### src/rtl/casc_timer_pkg.sv
package casc_timer_pkg;
  localparam int NFLAG = 4;
  localparam int F_LO_MATCH = 0;
  localparam int F_HI_MATCH = 1;
  localparam int F_CAPB     = 2;
  localparam int F_AUX_CAP  = 3;

  typedef enum logic [2:0] {
    A_LO_CNT   = 3'd0,
    A_HI_CNT   = 3'd1,
    A_LO_CMP   = 3'd2,
    A_HI_CMP   = 3'd3,
    A_CTRL     = 3'd4,
    A_FLAG_CLR = 3'd5
  } reg_addr_e;

  typedef struct packed {
    logic       clr_en;
    logic       capb_en;
    logic       aux_en;
    logic [1:0] psc_sel;
    logic       run;
  } ctrl_t;
endpackage

### src/rtl/ct_prescaler.sv
module ct_prescaler #(
  parameter int PSC_W = 6
) (
  input  logic       clk_i,
  input  logic       rst_ni,
  input  logic       run_i,
  input  logic [1:0] sel_i,
  output logic       tick_o
);
  logic [PSC_W-1:0] cnt_q;
  logic [PSC_W-1:0] mask;

  always_comb mask = PSC_W'((32'd1 << (2 * sel_i)) - 32'd1);

  always_ff @(posedge clk_i or negedge rst_ni) begin
    if (!rst_ni) cnt_q <= '0;
    else         cnt_q <= cnt_q + 1'b1;
  end

  assign tick_o = run_i && ((cnt_q & mask) == mask);
endmodule

### src/rtl/ct_updown_cnt.sv
module ct_updown_cnt #(
  parameter int W = 16
) (
  input  logic         clk_i,
  input  logic         rst_ni,
  input  logic         cnt_en_i,
  input  logic         down_i,
  input  logic         load_i,
  input  logic [W-1:0] load_val_i,
  input  logic         clr_i,
  output logic [W-1:0] cnt_o,
  output logic [W-1:0] val_o,
  output logic         wrap_o
);
  logic [W-1:0] cnt_q;
  logic [W-1:0] step;
  logic         at_edge;

  always_comb begin
    step    = down_i ? cnt_q - 1'b1 : cnt_q + 1'b1;
    at_edge = down_i ? (cnt_q == '0) : (cnt_q == '1);
    // value after load or count, before any clear
    val_o   = load_i ? load_val_i : (cnt_en_i ? step : cnt_q);
  end

  assign wrap_o = cnt_en_i && at_edge;
  assign cnt_o  = cnt_q;

  always_ff @(posedge clk_i or negedge rst_ni) begin
    if (!rst_ni)     cnt_q <= '0;
    else if (load_i) cnt_q <= load_val_i;
    else if (clr_i)  cnt_q <= '0;
    else             cnt_q <= val_o;
  end
endmodule

### src/rtl/ct_capture_bank.sv
module ct_capture_bank #(
  parameter int W = 16,
  parameter int N = 4
) (
  input  logic           clk_i,
  input  logic           rst_ni,
  input  logic           cap_i,
  input  logic [W-1:0]   din_i,
  output logic [N*W-1:0] dout_o
);
  for (genvar g = 0; g < N; g++) begin : g_reg
    logic [W-1:0] q;
    always_ff @(posedge clk_i or negedge rst_ni) begin
      if (!rst_ni)    q <= '0;
      else if (cap_i) q <= din_i;
    end
    assign dout_o[g*W +: W] = q;
  end
endmodule

### src/rtl/casc_timer_pair.sv
module casc_timer_pair
  import casc_timer_pkg::*;
#(
  parameter int CW    = 16,
  parameter int AW    = 3,
  parameter int PSC_W = 6,
  parameter int NAUX  = 4
) (
  input  logic                 clk_i,
  input  logic                 rst_ni,
  input  logic                 bus_req_i,
  input  logic [AW-1:0]        bus_addr_i,
  input  logic [CW-1:0]        bus_wdata_i,
  input  logic                 lo_down_i,
  input  logic                 hi_down_i,
  output logic [CW-1:0]        lo_cnt_o,
  output logic [CW-1:0]        hi_cnt_o,
  output logic                 lo_match_o,
  output logic                 hi_match_o,
  output logic                 hi_capb_o,
  output logic [CW-1:0]        hi_capb_val_o,
  output logic                 aux_cap_o,
  output logic [NAUX*CW-1:0]   aux_cap_val_o,
  output logic [CW-1:0]        aux_cnt_o,
  output logic [NFLAG-1:0]     flags_o
);
  localparam int CTRL_W = $bits(ctrl_t);

  // T2 stage of the bus
  logic          t2_vld_q;
  logic [AW-1:0] t2_addr_q;
  logic [CW-1:0] t2_data_q;

  always_ff @(posedge clk_i or negedge rst_ni) begin
    if (!rst_ni) begin
      t2_vld_q  <= 1'b0;
      t2_addr_q <= '0;
      t2_data_q <= '0;
    end else begin
      t2_vld_q  <= bus_req_i;
      t2_addr_q <= bus_addr_i;
      t2_data_q <= bus_wdata_i;
    end
  end

  logic lo_wr, hi_wr, lo_cmp_wr, hi_cmp_wr, ctrl_wr, fclr_wr;
  always_comb begin
    lo_wr     = t2_vld_q && (t2_addr_q == AW'(A_LO_CNT));
    hi_wr     = t2_vld_q && (t2_addr_q == AW'(A_HI_CNT));
    lo_cmp_wr = t2_vld_q && (t2_addr_q == AW'(A_LO_CMP));
    hi_cmp_wr = t2_vld_q && (t2_addr_q == AW'(A_HI_CMP));
    ctrl_wr   = t2_vld_q && (t2_addr_q == AW'(A_CTRL));
    fclr_wr   = t2_vld_q && (t2_addr_q == AW'(A_FLAG_CLR));
  end

  ctrl_t         ctrl_q;
  logic [CW-1:0] lo_cmp_q, hi_cmp_q;

  always_ff @(posedge clk_i or negedge rst_ni) begin
    if (!rst_ni) begin
      ctrl_q   <= '0;
      lo_cmp_q <= '1;
      hi_cmp_q <= '1;
    end else begin
      if (ctrl_wr)   ctrl_q   <= ctrl_t'(t2_data_q[CTRL_W-1:0]);
      if (lo_cmp_wr) lo_cmp_q <= t2_data_q;
      if (hi_cmp_wr) hi_cmp_q <= t2_data_q;
    end
  end

  logic tick;
  ct_prescaler #(.PSC_W(PSC_W)) i_psc (
    .clk_i  (clk_i),
    .rst_ni (rst_ni),
    .run_i  (ctrl_q.run),
    .sel_i  (ctrl_q.psc_sel),
    .tick_o (tick)
  );

  logic [CW-1:0] lo_val, hi_val;
  logic          lo_wrap, hi_wrap, hi_clk, clr_both;
  logic          lo_match_evt, hi_match_evt, capb_evt, aux_evt;

  // lower counter: a bus commit wins over count and clear
  ct_updown_cnt #(.W(CW)) i_lo (
    .clk_i      (clk_i),
    .rst_ni     (rst_ni),
    .cnt_en_i   (tick),
    .down_i     (lo_down_i),
    .load_i     (lo_wr),
    .load_val_i (t2_data_q),
    .clr_i      (clr_both),
    .cnt_o      (lo_cnt_o),
    .val_o      (lo_val),
    .wrap_o     (lo_wrap)
  );

  // carry/borrow dropped when the lower counter is being written
  assign hi_clk = lo_wrap && !lo_wr;

  ct_updown_cnt #(.W(CW)) i_hi (
    .clk_i      (clk_i),
    .rst_ni     (rst_ni),
    .cnt_en_i   (hi_clk),
    .down_i     (hi_down_i),
    .load_i     (hi_wr),
    .load_val_i (t2_data_q),
    .clr_i      (clr_both),
    .cnt_o      (hi_cnt_o),
    .val_o      (hi_val),
    .wrap_o     (hi_wrap)
  );

  always_comb begin
    lo_match_evt = tick && !lo_wr && (lo_val == lo_cmp_q);
    clr_both     = ctrl_q.clr_en && lo_match_evt;
    // compare is evaluated on the raw wrap, against the held value if dropped
    hi_match_evt = lo_wrap && !hi_wr && (hi_val == hi_cmp_q);
    capb_evt     = ctrl_q.capb_en && hi_match_evt;
    aux_evt      = ctrl_q.aux_en && hi_clk;
  end

  logic [CW-1:0] aux_q;
  always_ff @(posedge clk_i or negedge rst_ni) begin
    if (!rst_ni) aux_q <= '0;
    else         aux_q <= aux_q + 1'b1;
  end
  assign aux_cnt_o = aux_q;

  ct_capture_bank #(.W(CW), .N(NAUX)) i_aux_cap (
    .clk_i  (clk_i),
    .rst_ni (rst_ni),
    .cap_i  (aux_evt),
    .din_i  (aux_q),
    .dout_o (aux_cap_val_o)
  );

  ct_capture_bank #(.W(CW), .N(1)) i_capb (
    .clk_i  (clk_i),
    .rst_ni (rst_ni),
    .cap_i  (capb_evt),
    .din_i  (aux_q),
    .dout_o (hi_capb_val_o)
  );

  logic [NFLAG-1:0] evt_vec, flags_q, clr_mask;
  always_comb begin
    evt_vec             = '0;
    evt_vec[F_LO_MATCH] = lo_match_evt;
    evt_vec[F_HI_MATCH] = hi_match_evt;
    evt_vec[F_CAPB]     = capb_evt;
    evt_vec[F_AUX_CAP]  = aux_evt;
    clr_mask            = fclr_wr ? t2_data_q[NFLAG-1:0] : '0;
  end

  always_ff @(posedge clk_i or negedge rst_ni) begin
    if (!rst_ni) begin
      flags_q    <= '0;
      lo_match_o <= 1'b0;
      hi_match_o <= 1'b0;
      hi_capb_o  <= 1'b0;
      aux_cap_o  <= 1'b0;
    end else begin
      flags_q    <= (flags_q & ~clr_mask) | evt_vec;
      lo_match_o <= lo_match_evt;
      hi_match_o <= hi_match_evt;
      hi_capb_o  <= capb_evt;
      aux_cap_o  <= aux_evt;
    end
  end
  assign flags_o = flags_q;
endmodule

### config.mk
export PLATFORM = sky130hd
export DESIGN_NAME = casc_timer_pair
export DESIGN_NICKNAME = d
export VERILOG_FILES = /design/src/rtl/casc_timer_pkg.sv /design/src/rtl/ct_prescaler.sv /design/src/rtl/ct_updown_cnt.sv /design/src/rtl/ct_capture_bank.sv /design/src/rtl/casc_timer_pair.sv
export SDC_FILE = /design/constraint.sdc
export NUM_CORES = 1
export LEC_CHECK = 0
export ABC_AREA = 1
export BUFFER_PORTS_ARGS = -buffer_cell sky130_fd_sc_hd__buf_2
export CAP_MARGIN = 25
export CORE_ASPECT_RATIO = 0.8
export CORE_MARGIN = 2
export CORE_UTILIZATION = 40
export CTS_BUF_LIST = sky130_fd_sc_hd__clkbuf_16
export CTS_CLUSTER_DIAMETER = 100
export CTS_CLUSTER_SIZE = 8
export DETAILED_ROUTE_END_ITERATION = 10
export PLACE_DENSITY = 0.69
export SYNTH_ARGS = -nofsm -noshare
export SYNTH_HDL_FRONTEND = slang
export SYNTH_HIERARCHICAL = 1
export SYNTH_SLANG_ARGS = --single-unit
### constraint.sdc
create_clock -name clk_i -period 7.49 [get_ports clk_i]
set_input_delay 0.3745 -clock clk_i [delete_from_list [all_inputs] [get_ports clk_i]]
set_output_delay 0.3745 -clock clk_i [all_outputs]
set_load 0.05 [all_outputs]
# Word level (Yosys, flattened, before mapping)
# Cells that the tools add are included.
[word_totals]
register_bits = 152
inputBits = 24
output_inout_bits = 136
elab_cells = 74
[op_classes]
n_addsub = 7
n_eq_ne = 9
shifts = 1
mux = 12
n_bitwise = 4
reduce_logical = 20
[op_table]
columns = ["cell", "n"]
rows = [
  ["16-bit 2-to-1 mux", 10],
  ["16-bit by 1-bit adder with 16-bit output (second input constant)", 3],
  ["16-bit equality test", 2],
  ["16-bit by 1-bit subtractor with 16-bit output (second input constant)", 2],
  ["16-bit equality test (second input constant)", 1],
  ["1-bit logical AND", 16],
  ["16-bit zero test", 1],
  ["6-bit by 1-bit adder with 6-bit output (second input constant)", 1],
  ["6-bit AND", 1],
  ["3-bit by 2-bit equality test with 1-bit output (second input constant)", 2],
  ["3-bit equality test (second input constant)", 2],
  ["6-bit equality test", 1],
  ["1-bit by 3-bit << shifter with 6-bit output (first input constant)", 1],
  ["6-bit by 1-bit subtractor with 6-bit output (second input constant)", 1],
  ["4-bit AND", 1],
  ["4-bit 2-to-1 mux", 1],
  ["4-bit inverter", 1],
  ["4-bit OR", 1],
  ["3-bit by 1-bit equality test with 1-bit output (second input constant)", 1],
  ["3-bit zero test", 1],
  ["1-bit zero test", 2],
  ["1-bit 2-to-1 mux", 1],
]

# Depth between registers and ports, before layout
[logic_depth]
depth_word = 13
depth_mapped = 30
ltp_nobuf = 24

# By module
# The synthesis kept the hierarchy.
[by_module_without_submodules]
columns = ["mod", "instances", "cells_per_inst", "area_per_inst_um2", "seq_area_each_um2"]
rows = [
  ["casc_timer_pair", 1, 436, 3702.3, 2092.0],
  ["ct_updown_cnt (i_lo)", 1, 331, 1995.7, 400.4],
  ["ct_updown_cnt (i_hi)", 1, 329, 1944.4, 400.4],
  ["ct_capture_bank (i_aux_cap)", 1, 116, 1004.7, 400.4],
  ["ct_capture_bank (i_capb)", 1, 68, 644.4, 400.4],
  ["ct_prescaler", 1, 30, 277.8, 150.1],
]

# Worst setup path before layout
# Ideal clock, no wire load.
[synth_timing]
path_kind = "flip-flop to flip-flop"
start = "register i_lo.cnt_q[8], in the netlist i_lo/cnt_o[8]"
end = "register i_capb.g_reg[0].q[10], in the netlist i_capb/dout_o[10]"
setup_ns = 0.119
arrival_time_ns = 3.276
t_required_ns = 7.371
slack_ns = 4.095
stages_incl_launch_ff = 26
path_buffers = 4
synth_period_minus_slack_ns = 3.395
path_cell_list = "dfrtp_1 > inv_1 > nor4_1 > nand4_1 > a21oi_1 > inv_1 > nor2_1 > clkbuf_2 > inv_2 > buf_2 > nand2_1 > o21ai_0 > o21ai_0 > inv_1 > nand2_1 > nand2_1 > nor2_1 > nand2_1 > nor2_1 > nand3_1 > nor2_1 > buf_6 > inv_6 > buf_12 > nand2_1 > nand2_1"
[synth_via]
elab_chain_cells = 9
word_cells_on_any_way = 11
cone_classes = "2 x eq/ne; 3 x mux; 6 x reduce/logical"
[synth_rtl]
columns = ["element", "line_no", "rtl"]
rows = [
  ["from (decl)", "ct_updown_cnt.sv:15", "logic [W-1:0] cnt_q;"],
  ["from (signal assigned)", "ct_updown_cnt.sv:31", "else if (load_i) cnt_q <= load_val_i;"],
  ["from (signal assigned)", "ct_updown_cnt.sv:33", "else cnt_q <= val_o;"],
  ["16-bit equality test / 16-bit zero test (equally long branches)", "ct_updown_cnt.sv:21", "at_edge = down_i ? (cnt_q == '0) : (cnt_q == '1);"],
  ["1-bit 2-to-1 mux (*)", "ct_updown_cnt.sv:21", ""],
  ["1-bit logical AND (*)", "ct_updown_cnt.sv:26", "assign wrap_o = cnt_en_i && at_edge;"],
  ["named net lo_wrap", "casc_timer_pair.sv:81", "logic lo_wrap, hi_wrap, hi_clk, clr_both;"],
  ["1-bit logical AND (*)", "casc_timer_pair.sv:99", "assign hi_clk = lo_wrap && !lo_wr;"],
  ["named net hi_clk", "casc_timer_pair.sv:81", ""],
  ["16-bit 2-to-1 mux (*) (2 in series)", "ct_updown_cnt.sv:23", "val_o = load_i ? load_val_i : (cnt_en_i ? step : cnt_q);"],
  ["named net hi_val[1]", "casc_timer_pair.sv:80", "logic [CW-1:0] lo_val, hi_val;"],
  ["16-bit equality test (*)", "casc_timer_pair.sv:118", "hi_match_evt = lo_wrap && !hi_wr && (hi_val == hi_cmp_q);"],
  ["1-bit logical AND (*)", "casc_timer_pair.sv:118", ""],
  ["1-bit logical AND (*)", "casc_timer_pair.sv:119", "capb_evt = ctrl_q.capb_en && hi_match_evt;"],
  ["named net capb_evt", "casc_timer_pair.sv:82", "logic lo_match_evt, hi_match_evt, capb_evt, aux_evt;"],
  ["to (signal assigned)", "ct_capture_bank.sv:15", "else if (cap_i) q <= din_i;"],
  ["to (decl)", "ct_capture_bank.sv:12", "logic [W-1:0] q;"],
]
# Mark *: on every way through the listed nets, which the timed path passes. The rest lies on a longest branch.
# A chain may end at the register's enable or synchronous reset.

# Worst setup path after layout
[layout_timing]
start = "register t2_addr_q[2]"
end = "register i_lo.cnt_q[0], in the netlist i_lo/cnt_o[0]"
[layout_via]
elab_chain_cells = 8
word_cells_on_any_way = 10
cone_classes = "1 x eq/ne; 3 x mux; 6 x reduce/logical"
[layout_rtl]
columns = ["element", "line_no", "rtl"]
rows = [
  ["from (decl)", "casc_timer_pair.sv:31", "logic [AW-1:0] t2_addr_q;"],
  ["from (signal assigned)", "casc_timer_pair.sv:41", "t2_addr_q <= bus_addr_i;"],
  ["3-bit zero test", "casc_timer_pair.sv:48", "lo_wr = t2_vld_q && (t2_addr_q == AW'(A_LO_CNT));"],
  ["1-bit logical AND", "casc_timer_pair.sv:48", ""],
  ["named net lo_wr", "casc_timer_pair.sv:46", "logic lo_wr, hi_wr, lo_cmp_wr, hi_cmp_wr, ctrl_wr, fclr_wr;"],
  ["16-bit 2-to-1 mux", "ct_updown_cnt.sv:23", ""],
  ["named net lo_val[6]", "casc_timer_pair.sv:80", ""],
  ["16-bit equality test", "casc_timer_pair.sv:115", "lo_match_evt = tick && !lo_wr && (lo_val == lo_cmp_q);"],
  ["1-bit logical AND", "casc_timer_pair.sv:115", ""],
  ["1-bit logical AND", "casc_timer_pair.sv:116", "clr_both = ctrl_q.clr_en && lo_match_evt;"],
  ["named net clr_both", "casc_timer_pair.sv:81", ""],
  ["16-bit 2-to-1 mux", "ct_updown_cnt.sv:32", "else if (clr_i) cnt_q <= '0;"],
  ["16-bit 2-to-1 mux", "ct_updown_cnt.sv:31", ""],
]
# The timed path passes the listed nets, and every way through them passes these cells.

==> out/summary.md <==
The number of port buffers is 159, and the area of the core region is 23330 µm². The logs give 6 for the number of warnings reported in the yosys synthesis log and 5 for the count of TritonRoute iterations in the first routing pass. TritonCTS built the clock tree. After clock tree synthesis, the clock-pin slew on the worst setup and hold paths is 0.07 ns. The tool flagged a number of max-cap violations equal to 0. The worst-case IR drop observed on VDD is 0.1950 mV.

After detailed routing, the number of remaining DRC violations is 0. The logs give 1291 for the number of instances in the synthesized netlist and 247.8 MHz for the top achievable clock speed. Via count of the first global-routing pass: 7694. The worst setup path is captured at a register. At the pin with the least slew margin, the transition time is 1.024 ns.

The number of clock buffers added by TritonCTS is 17. The max-slew violation count is 0. The cell chosen for the clock root was clkbuf_16. The congestion estimate from routability-driven global placement came to 0.9314. The x dimension of the die is 176.1 µm. The setup total negative slack is 0 ns. Detailed routing inserted a total of 8187 vias. The half-perimeter wire length after placement came out at 17990 µm. The flow ran to the end, and the final reports show no timing, DRC or antenna violations.

Relative to the synthesized area, the layout overhead comes to 14.12%. The first global-routing pass estimated 39100 µm of wire. Wires add up to 23950 µm.

The initial antenna violation count is 0, and the effective utilization at floorplan is 40.60%. Dividing the detail-routed via count by the number of cells gives 4.741. Summed over all layers, the global routing overflow is 0. The library cells used most frequently in the layout, excluding fill and tap cells, are 445 x nand2_1, 201 x inv_1, 158 x buf_2. In this run, placement finished with an instance count of 1691. The post-route netlist has 21.70% of its cells at a drive strength greater than 1. The number of placement rows is 50. Setup repair after global routing left no endpoint under its margin.

For this design the top-level I/O count stands at 160. The setup skew after layout was 0.02030 ns; the relative slew slack was 31.51%. The pin count of the biggest net entering global routing was 78; the period utilization was 53.87%. The logs give 0 for the number of failing hold endpoints at the final stage and 1727 for the filler-free cell count of the finished design. Initial DRC count: 674.

The leading cell type in the layout, fill and taps excluded is nand2_1. The synthesized area divided by synthesized cell count was 7.339 µm²; the global routing usage summed across all routing layers was 19.72%. Power spread over the standard cell area amounts to 305.7 nW/µm². Setup violations remaining at the end of the flow were counted as 0. Clock latency on the worst-skew pair, taken at its later pin, is 0.44 ns. The total clock sinks is 152. The clock passes through at most 2 buffers. Summing every instance area after synthesis gives 9474 µm².

The logs give 24940 µm² for the full die area and 7.79 ns for the required time at the worst-slack endpoint. In this run the static leakage power is 0.006167 µW. Path category of the worst min-delay check: in -> reg.

Counting every net in the synthesized netlist gives 1347. The run gives 0 as the buffer count from post-CTS setup fixing. In the final routed layout, each cell accounts on average for 13.87 µm. The type of the worst setup path is reg -> reg. The worst-path maximum fanout came out at 28.

The deepest level of the CTS H-tree is 4. The number of diodes was 0. After layout, the minimum clock period comes to 4.035 ns. The overall die height is 141.7 µm. Once detail routing completed, the nets flagged for antenna violations numbered 0. In the final design database the tool counted 1458 nets. STA classifies the critical path startpoint as a register. Data arrival at the endpoint of the critical path: 4.34 ns.
==> path summary, 6_finish.rpt <==
path	startpoint	end	slack, ns	cells past startpoint
max	t2_addr_q[2]	i_lo/cnt_o[0]	3.46	19
min	bus_req_i	t2_vld_q	0.04	1
max reg2reg	t2_addr_q[2]	i_lo/cnt_o[0]	3.46	19
min reg2reg	i_capb/dout_o[8]	i_capb/dout_o[8]	0.48	2
max in group asynchronous	rst_ni	lo_cmp_q[14]	5.82	4
min in group asynchronous	rst_ni	i_aux_cap/g_reg[1].q[13]	0.51	2
==> power by group <==
part	internal (µW)	switching [µW]	leakage (µW)
Clock	472	378	0.000286
Combinational	432	941	0.00402
Sequential	955	129	0.00186
==> final cells by class <==
| type | instances | area (µm²) |
|---|---|---|
| clock buffer | 17 | 425.4 |
| clock inverter | 15 | 162.7 |
| fill | 2292 | 12520 |
| inverter | 210 | 798.3 |
| multi-input combinational | 853 | 4284 |
| sequential | 152 | 3844 |
| tap | 312 | 390.4 |
| timing repair buffer | 168 | 907.1 |
==> worst max-delay path, stage by stage, from the launching register on <==
cell     delay, ns
dfrtp_1       0.38
inv_1         0.05
nand2_1       0.07
inv_1         0.10
nand2_1       0.10
inv_1         0.64
inv_1         0.32
nand2_1       0.13
o21ai_0       0.14
nand2_1       0.11
o21ai_0       0.15
nor2_1        0.13
nand2_1       0.05
nor2_1        0.11
nand3_1       0.17
nor2_2        0.56
buf_8         0.23
nor2_1        0.08
inv_1         0.22
o21ai_0       0.12
==> routing by layer <==
| metal | up-vias | track usage (%) | share of wire [%] |
|---|---|---|---|
| li1 | 4149 | - | - |
| met1 | 3741 | 28.82 | 49 |
| met2 | 271 | 28.98 | 43 |
| met3 | 26 | 5.171 | 7.3 |
| met4 | 0 | 5.002 | 1.3 |
| met5 | - | 0 | 0 |
==> through the flow <==
step | setup slack [ns] | power (µW) | util [%] | hold WS, ns | instance area [µm²]
final | 3.455 | 3305 | 46.33 | 0.03641 | 10810
after global routing | 2.962 | 3548 | 46.33 | 0.02517 | 10810
after CTS | 3.284 | 3320 | 46.09 | 0.02083 | 10750
after detailed placement | 3.211 | 2453 | 43.52 | 0.4450 | 10160
after global placement | 3.332 | 2445 | 43.52 | 0.4489 | 10160
after floorplan | 4.102 | 2106 | - | 0.07891 | 9474
==> registers in the layout (all words and copies together), names as in the netlist <==
signal         flops
i_psc/cnt_q        6
aux_cnt_o         16
ctrl_q             6
lo_match_o         1
hi_capb_o          1
t2_data_q         16
t2_addr_q          3
flags_o            4
aux_cap_o          1
hi_cmp_q          16
i_capb/dout_o     16
i_aux_cap/g.q     16
hi_match_o         1
i_lo/cnt_o        16
lo_cmp_q          16
t2_vld_q           1
i_hi/cnt_o        16
==> what timing repair did <==
action,4_1_cts,5_1_grt
hold buffers,1,0
endpoints found under the setup margin,0,0
resized for setup,0,0
endpoints found under the hold margin,71,0
Power figures use the tool's default switching activity.
